**src/rtl/alu_pkg.sv**
```systemverilog
package alu_pkg;

    localparam int DATA_W   = 32;
    localparam int FUNCT_W  = 6;
    localparam int CLASS_W  = 2;
    localparam int KEY_W    = 4;

    typedef enum logic [2:0] {
        SEL_AND = 3'b000,
        SEL_OR  = 3'b001,
        SEL_ADD = 3'b010,
        SEL_SUB = 3'b110,
        SEL_SLT = 3'b111
    } op_sel_e;

    typedef enum logic [CLASS_W-1:0] {
        CLS_MEM   = 2'b00,
        CLS_BRCH  = 2'b01,
        CLS_REG   = 2'b10,
        CLS_JUMP  = 2'b11
    } op_class_e;

    typedef struct packed {
        logic [DATA_W-1:0] sum;
        logic              less;
    } arith_out_t;

    function automatic op_sel_e decode_key(input logic [KEY_W-1:0] key);
        case (key)
            4'b0000: decode_key = SEL_ADD;
            4'b0010: decode_key = SEL_SUB;
            4'b0100: decode_key = SEL_AND;
            4'b0101: decode_key = SEL_OR;
            4'b1010: decode_key = SEL_SLT;
            default: decode_key = SEL_ADD;
        endcase
    endfunction

endpackage

```
**src/rtl/alu_op_decoder.sv**
```systemverilog
module alu_op_decoder
    import alu_pkg::*;
#(
    parameter int FW = FUNCT_W
) (
    input  logic [CLASS_W-1:0] op_class,
    input  logic [FW-1:0]      funct,
    output op_sel_e            sel
);
    localparam int KW = (FW < KEY_W) ? FW : KEY_W;

    logic [KEY_W-1:0] key;

    always_comb begin
        key = '0;
        key[KW-1:0] = funct[KW-1:0];
    end

    always_comb begin
        if (op_class[0])
            sel = SEL_SUB;
        else if (op_class[1])
            sel = decode_key(key);
        else
            sel = SEL_ADD;
    end

    always_comb begin

        cls_mem_add_chk: assert (op_class != CLS_MEM || sel == SEL_ADD);

        cls_odd_sub_chk: assert (!op_class[0] || sel == SEL_SUB);

        sel_legal_chk: assert (sel inside {SEL_AND, SEL_OR, SEL_ADD, SEL_SUB, SEL_SLT});
    end

endmodule

```
**src/rtl/alu_addsub.sv**
```systemverilog
module alu_addsub
    import alu_pkg::*;
#(
    parameter int W = DATA_W
) (
    input  logic [W-1:0] a,
    input  logic [W-1:0] b,
    input  logic         invert_b,
    output logic [W-1:0] sum,
    output logic         less
);
    logic [W-1:0] b_eff;

    always_comb begin
        b_eff = b ^ {W{invert_b}};
        sum   = a + b_eff + {{(W-1){1'b0}}, invert_b};
        // signed a<b: signs differ -> a's sign, else sign of difference
        less  = (a[W-1] != b[W-1]) ? a[W-1] : sum[W-1];
    end

endmodule

```
**src/rtl/alu_unit.sv**
```systemverilog
module alu_unit
    import alu_pkg::*;
(
    input  logic [DATA_W-1:0]  opnd_a,
    input  logic [DATA_W-1:0]  opnd_b,
    input  logic [CLASS_W-1:0] op_class,
    input  logic [FUNCT_W-1:0] funct,
    output logic [DATA_W-1:0]  result,
    output logic               zero
);
    op_sel_e           sel;
    arith_out_t        arith;
    logic [DATA_W-1:0] and_bits;
    logic [DATA_W-1:0] or_bits;

    alu_op_decoder #(.FW(FUNCT_W)) u_dec (
        .op_class (op_class),
        .funct    (funct),
        .sel      (sel)
    );

    alu_addsub #(.W(DATA_W)) u_addsub (
        .a        (opnd_a),
        .b        (opnd_b),
        .invert_b (sel[2]),
        .sum      (arith.sum),
        .less     (arith.less)
    );

    for (genvar i = 0; i < DATA_W; i++) begin : g_logic
        assign and_bits[i] = opnd_a[i] & opnd_b[i];
        assign or_bits[i]  = opnd_a[i] | opnd_b[i];
    end

    always_comb begin
        case (sel)
            SEL_AND: result = and_bits;
            SEL_OR:  result = or_bits;
            SEL_SLT: result = {{(DATA_W-1){1'b0}}, arith.less};
            default: result = arith.sum;
        endcase
        zero = ~|result;
    end

    always_comb begin

        slt_range_chk: assert (sel != SEL_SLT || result <= 1);

        eq_sub_zero_chk: assert (!(sel == SEL_SUB && opnd_a == opnd_b) || zero);
    end

endmodule

```
**config.mk**
```make
export PLATFORM = sky130hd
export DESIGN_NAME = alu_unit
export DESIGN_NICKNAME = d
export VERILOG_FILES = /design/src/rtl/alu_pkg.sv /design/src/rtl/alu_op_decoder.sv /design/src/rtl/alu_addsub.sv /design/src/rtl/alu_unit.sv
export SDC_FILE = /design/constraint.sdc
export NUM_CORES = 1
export LEC_CHECK = 0
export BUFFER_PORTS_ARGS = -buffer_cell sky130_fd_sc_hd__buf_2
export CORE_MARGIN = 2
export CORE_UTILIZATION = 60
export DETAILED_ROUTE_END_ITERATION = 16
export GPL_TIMING_DRIVEN = 0
export PLACE_DENSITY_LB_ADDON = 0.05
export SKIP_LAST_GASP = 1
export SLEW_MARGIN = 20
export SYNTH_ARGS = -nofsm -noshare
export SYNTH_HDL_FRONTEND = slang
export SYNTH_SLANG_ARGS = --single-unit
export TNS_END_PERCENT = 30
```
**constraint.sdc**
```tcl
create_clock -name vclk -period 12.15
set_input_delay 2.43 -clock vclk [all_inputs]
set_output_delay 2.43 -clock vclk [all_outputs]
set_load 0.05 [all_outputs]
```
==> summary by stage, run 1 <==
Clocking
The hold buffer count at cts is 0. In this run, post-CTS repair resized a total of 0 instances. The post-CTS setup-driven buffer insertion count is 0.

Route
The via count is 4775. Wires add up to 12970 µm. The first detailed-routing pass ran for 6 iterations.

The remaining design rule violation count is 0. After the first detailed-routing iteration, the DRC count stood at 491. The number of nets still failing antenna checks after routing is 0. The routed wirelength normalized by instance count is 18.88 µm. After detailed routing, the number of vias per cell comes to 6.951.

Critical path
The sort of element at the end of the critical path is a primary output. The largest stage delay on the critical path is about 0.66 ns. The instance count on the critical path is 18. The number of buffers and inverters on the critical path is 5. By startpoint and endpoint, the worst setup path is classified as in2out. Data arrives at the worst endpoint at 7.79 ns. The cell type group with the largest total delay on the critical path is simple AND/OR/NAND/NOR gates. STA classifies the critical path startpoint as an input port. The maximum fanout encountered on the critical timing path is 10. The slowest stage of the critical path is the sky130_fd_sc_hd__buf_1 cell. Counting stages on the worst path, the most repeated cell is sky130_fd_sc_hd__buf_2. The data required time of the critical path is 9.72 ns. The critical path goes through buf_2 -> nand4bb_1 -> nor2b_1 -> clkbuf_1 -> buf_1 -> xnor2_1 -> inv_1 -> fa_1 -> nand2b_1 -> a211oi_1 -> o21ai_0 -> and4_1 -> nor3_1 -> o2111ai_1 -> a2111oi_2 -> nand4b_1 -> nor4_2 -> buf_2.

Final layout
The filler-free cell count of the finished design is ~690. The final net count is 725. The layout has 0 clock buffers. From synthesis to final layout, the design area changed by 17.39%.

The number of sequential cells in the layout is 0. The sequential cells in the finished layout cover a total of 0 µm². The number of antenna diodes is 0.

In the final layout, the share of cells above drive strength 1 is 0.2033. The filler cells instantiated in the layout total 490. For this run, the share of the core covered by cells in the final layout is 0.7380. In the layout the commonest cells are sky130_fd_sc_hd__buf_2, sky130_fd_sc_hd__nand2_1, sky130_fd_sc_hd__a21oi_1, sky130_fd_sc_hd__xnor2_1, sky130_fd_sc_hd__ha_1. The most frequent standard cell in the layout excluding fill and tap cells is sky130_fd_sc_hd__buf_2.

Floorplan
The total die area is around 6400 µm². Row generation in the floorplan step produced 27 rows. The die span in x is 80.20 µm.

The area inside the core boundary is 5540 µm². 105 I/O pins were placed. The die is 80.20 µm tall. The effective utilization at floorplan is 0.6287.

Min path
The depth of the worst hold-timing path is 4. The path class of the lowest-slack min-delay path is in2out.

Job
The number of violations of the max-capacitance limit is 0.

Logic synthesis
The portion of the post-synthesis area used by sequential elements is 0. The post-synthesis cell type count is 74. Of all cell types, the one taking the most synthesized area is sky130_fd_sc_hd__ha_1.

A synthesized cell averages 6.803 µm². The top cell type's share of synthesized area is 0.1257. When the netlist entered floorplanning its net count stood at 620.

Yosys printed 0 warnings. By area the synthesized netlist is led by sky130_fd_sc_hd__ha_1, sky130_fd_sc_hd__xnor2_1, sky130_fd_sc_hd__a21oi_1. Counting every instance in the synthesized netlist gives 512.

The mapped netlist covers 3483 µm².

Place
The worst setup slack before clock tree synthesis is ~2.1 ns. The detailed placement HPWL is ~10000 µm. Routability-driven placement finished with a final weighted congestion of approximately 1.0.

Counting tap cells, the placed design contains a total of 687 instances. During placement, the flow inserted port buffers numbering 103.

Global route
After global routing the overflow that remains totals 0. The initial antenna violation count is 0. Entering global routing, the biggest net connects 11 pins. The number of global-route vias before repair was 4235.

The total routing usage reported by global routing is 0.3875. The global-route wire length before repair is 20060 µm.

Power and ir drop
The part of the power in the clock network is 0. The share of total power dissipated in sequential elements is 0. Summed over all cells, the static leakage comes to 1.723 nW. The switching power of the nets is 0.3023 mW.

The cell-internal power is 0.1383 mW. Of the total power, the share spent switching nets is 0.6861. Of the total power, combinational logic draws 1.000. The power density over the cells is 107.8 nW/µm². The maximum VDD drop is 0.0001028 V.

Timing
The final count of pins violating max slew was 0. The final period demand of the worst path is 10.22 ns. The worst setup slack after layout is 1.926 ns. Measured against its own limit, the worst slew margin works out to 0.3796. The fraction of the cycle the final worst path needs is 0.8415. The slew at the pin closest to its max-slew limit is 0.9305 ns. The summed negative setup slack over all endpoints is 0 ns. The count of endpoints failing hold in the final timing report is 0. The highest achievable clock rate is 97.81 MHz. Setup repair after global routing left no endpoint under its margin. The number of setup violations in the final report is 0.

Outcome
The flow ran to the end, and the final reports show no timing, DRC or antenna violations.
[worst paths after layout]
path | from | slack [ns] | end
setup / recovery | funct[0] | 1.93 | zero
hold / removal | opnd_b[18] | 5.40 | result[18]
[cells by family after synthesis]
family,after synthesis,synth area share
buffers and inverters,45,0.05064
and+or+nand+nor,172,0.2583
AOI/OAI and AO/OA,194,0.3887
xor gates and xnor gates,44,0.1106
muxes,3,0.008621
adders and majority gates,54,0.1832
[synth_stat cells (7+ instances only)]
cell / instances
sky130_fd_sc_hd__nand3_1: 12
sky130_fd_sc_hd__a22o_1: 7
sky130_fd_sc_hd__and3_1: 7
sky130_fd_sc_hd__maj3_1: 18
sky130_fd_sc_hd__a21oi_1: 49
sky130_fd_sc_hd__nor2_1: 28
sky130_fd_sc_hd__clkbuf_1: 20
sky130_fd_sc_hd__a211oi_1: 15
sky130_fd_sc_hd__o21ai_0: 26
sky130_fd_sc_hd__xnor2_1: 38
sky130_fd_sc_hd__nand4_1: 8
sky130_fd_sc_hd__nand2_1: 53
sky130_fd_sc_hd__ha_1: 35
sky130_fd_sc_hd__nor3_1: 18
sky130_fd_sc_hd__a21o_1: 7
sky130_fd_sc_hd__inv_1: 20
sky130_fd_sc_hd__o21a_1: 11
sky130_fd_sc_hd__o211ai_1: 8
[final cells by class]
| class | instances | area, µm² | area share |
|---|---|---|---|
| Multi-Input combinational cell | 467 | 3307 | 0.8088 |
| Timing Repair Buffer | 103 | 515.5 | 0.1261 |
| Tap cell | 72 | 90.09 | 0.02203 |
| Inverter | 21 | 78.83 | 0.01928 |
| Buffer | 24 | 97.59 | 0.02387 |
[worst min-delay path, cell delays in order]
cell	delay, ns
sky130_fd_sc_hd__buf_2	0.11
sky130_fd_sc_hd__a21oi_1	0.12
sky130_fd_sc_hd__o22ai_1	0.10
sky130_fd_sc_hd__buf_2	0.21
[per-stage QoR]
step	instance area (µm²)	hold slack (ns)	total power [mW]
after global placement	4089	5.383	0.4205
final	4089	5.400	0.4406
after global routing	4089	5.414	0.4653
after floorplan	3483	5.199	0.3280
after detailed placement	4089	5.402	0.4278
after CTS	4089	5.399	0.4298
[metal layers]
metal / up-vias / routed length (µm) / GRT usage
met1: 2142 / 5115 / 0.4903
met5: - / 0 / 0
met2: 375 / 5663 / 0.6483
li1: 2178 / - / -
met4: 0 / 560 / 0.1525
met3: 80 / 1629 / 0.06629
[power by group through the flow]
| stage | Sequential, mW | Combinational, mW | Clock (mW) |
|---|---|---|---|
| 6_report | 0 | 0.441 | 0 |
| 2_1_floorplan | 0 | 0.328 | 0 |
| 3_5_place_dp | 0 | 0.428 | 0 |
| 4_1_cts | 0 | 0.430 | 0 |
| 3_3_place_gp | 0 | 0.420 | 0 |
| 5_1_grt | 0 | 0.465 | 0 |
(Power assumes the default switching activity.)
==> run 2, diff against run 1 <==
--- a/config.mk
+++ b/config.mk
@@ -7,7 +7,7 @@
 export LEC_CHECK = 0
 export BUFFER_PORTS_ARGS = -buffer_cell sky130_fd_sc_hd__buf_2
 export CORE_MARGIN = 2
-export CORE_UTILIZATION = 60
+export CORE_UTILIZATION = 55
 export DETAILED_ROUTE_END_ITERATION = 16
 export GPL_TIMING_DRIVEN = 0
 export PLACE_DENSITY_LB_ADDON = 0.05
==> constraint.sdc (replaced) <==
create_clock -name vclk -period 9.85
set_input_delay 1.97 -clock vclk [all_inputs]
set_output_delay 1.97 -clock vclk [all_outputs]
set_load 0.05 [all_outputs]
==> run 2 against run 1 <==
Effect of this change:
- core utilization decreased by 5.9 points
- setup slack got worse by 1.3 ns
- die area increased by 8.6%
- routed wire length increased by 1.1%
- critical path type unchanged
- critical endpoint unchanged
- highest routed layer unchanged
==> summary by stage, run 2 (synthesis gave the netlist of run 1 again) <==
Outcome
The run finished with clean final reports.

Power and ir drop
The switching power of the nets is 0.3706 mW. Across the VDD grid, the largest voltage drop is approximately 0.00011 V. Of the total power, registers draw 0. The part of the power in the clock network is 0. The combinational power share is 1.000. The static leakage is 1.723 nW.

Internal power comes to 0.1707 mW. After layout, the design draws a total of 0.5413 mW. Dividing total power by cell area gives a power density of 132.3 nW/µm². The switching share of power is 0.6846.

Final layout
Compared with the post-synthesis result, the final layout area differs by 17.49%. The library cell used most frequently in the layout, excluding fill and tap cells, is sky130_fd_sc_hd__buf_2. The final net count is around 730.

The number of antenna diodes is 0. The clock buffers instantiated in the layout total 0. The combined flip-flop and latch cell area is 0 µm². Of the cells placed in the final design, the portion with a size suffix greater than 1 is 0.2033. The finished layout holds 690 standard cells, fillers aside. Leaving out fill and tap cells, the most frequent cells in the layout are sky130_fd_sc_hd__buf_2, sky130_fd_sc_hd__nand2_1, sky130_fd_sc_hd__a21oi_1, sky130_fd_sc_hd__xnor2_1, sky130_fd_sc_hd__ha_1. The finished cells cover 4093 µm². For this run, the share of the core covered by cells in the final layout is 0.6792. The final layout contains a sequential cell count of 0.

Floorplan
In this run the count of I/O pins placed on the die edge is 105. The total die area is between 6000 and 7000 µm². The die span in x is 83.58 µm. The number of standard-cell rows in the floorplan is 28. The area inside the core boundary is 6026 µm². The effective utilization at floorplan is 0.5781.

The vertical extent of the die is 83.58 µm.

Timing
The clock period could shrink to 9.263 ns. In this run the tightest slew margin relative to its limit is 0.3143. The final count of pins violating max slew is 0. The number of setup violations in the final report is 0.

For the pin with the worst max-slew slack, the measured transition is 1.003 ns. Of the available clock period, the critical path in the final layout requires 0.9404. For the final routed database, the setup TNS stands at 0 ns. The tightest hold path in the finished design has a slack of 4.495 ns. Based on the critical path, the design can be clocked at up to 108.0 MHz. The count of endpoints failing hold in the final timing report is 0.

Setup repair after global routing left no endpoint under its margin. The worst setup slack after layout is 0.5868 ns.

Global route
For this run the aggregate overflow at the end of global routing stands at 0. The number of global-route vias before repair came to 4219. The pin count of the biggest net entering global routing is 11. The global-route wire length before repair is 20470 µm. The initial antenna violation count came to 0. The total routing usage reported by global routing is 0.3493.

Place
The final weighted congestion of routability-driven global placement is approximately 1. The HPWL after detailed placement is 10370 µm. The count of input and output buffers is 103. The number of placed instances, taps included is a little under 700. Summing all placed instances gives a cell area of 4093 µm². The worst setup slack before clock tree synthesis is 0.7258 ns.

Route
The first TritonRoute pass finished after 7 iterations. The number of nets still failing antenna checks after routing is 0. For this run, design rule violations remaining after detail routing come to 0. After detailed routing, the number of vias per cell comes to 6.743. Dividing the detail-routed wire length by the instance count gives 19.00 µm. The via count is 4653. For this block, the initial DRC count from the detailed router was 397. The total routed wirelength is 13110 µm.

Min path
The worst-case hold path end point is result[18]. The path class of the lowest-slack min-delay path is in2out. The critical hold path startpoint is opnd_b[18].

The depth of the worst hold-timing path is 4.

Critical path
The signal on the critical path passes through buf_2 -> nand4bb_1 -> nor2b_1 -> clkbuf_1 -> buf_1 -> xnor2_1 -> inv_1 -> fa_1 -> nand2b_1 -> a211oi_1 -> o21ai_0 -> and4_1 -> nor3_1 -> o2111ai_1 -> a2111oi_2 -> nand4b_1 -> nor4_2 -> buf_2. The arrival time reported for the critical path endpoint is 7.29 ns. For this design, the slowest cell found on the critical path is sky130_fd_sc_hd__buf_1.

The data required time of the critical path is around 7.9 ns. STA classifies the critical path startpoint as an input port. The sort of element at the end of the critical path is a primary output. Along the worst path, the maximum fanout reaches 10. The largest single stage delay on the critical path is 0.69 ns. The most frequent cell on the critical path is sky130_fd_sc_hd__buf_2. By startpoint and endpoint, the worst setup path is classified as in2out.

Clocking
The post-CTS setup-driven buffer insertion count is 0. After clock tree synthesis, the repair step resized 0 gates. The hold buffer count at cts is 0.

Job
Across the run, the number of max-cap violations was 0.
## run 2: worst max-delay path by stage
stage,slack [ns],start,end
floorplan,1.04,funct[0],zero
global placement,0.74,funct[0],zero
detailed placement,0.73,funct[0],zero
CTS,0.71,funct[0],zero
global route,0.24,funct[0],zero
finish,0.59,funct[0],zero
## run 2: critical path, delay by kind of cell
family | cells | cell delay [ns]
XOR/XNOR | 1 | 0.22
buffers and inverters | 5 | 1.45
adder cells (fa/ha/maj) | 1 | 0.44
AND/OR/NAND/NOR | 7 | 1.64
AO/OA/AOI/OAI | 4 | 1.57
## run 2: per-layer routing
metal / vias to the layer above / part of all wire / global-route usage
met5: - / 0 / 0
met4: 0 / 0.018 / 0.09824
met3: 33 / 0.12 / 0.04847
met2: 320 / 0.45 / 0.5789
met1: 2125 / 0.41 / 0.4701
li1: 2175 / - / -
## run 2: area by class of cell
type	count	area [µm²]
Inverter	21	78.83
Buffer	24	97.59
Fill cell	598	1933
Multi-Input combinational cell	467	3307
Timing Repair Buffer	103	515.5
Tap cell	75	93.84
## run 2: power groups by stage
stage / clock [mW] / combinational [mW] / sequential (mW)
floorplan: 0 / 0.405 / 0
global placement: 0 / 0.521 / 0
global route: 0 / 0.574 / 0
detailed placement: 0 / 0.528 / 0
finish: 0 / 0.541 / 0
CTS: 0 / 0.531 / 0
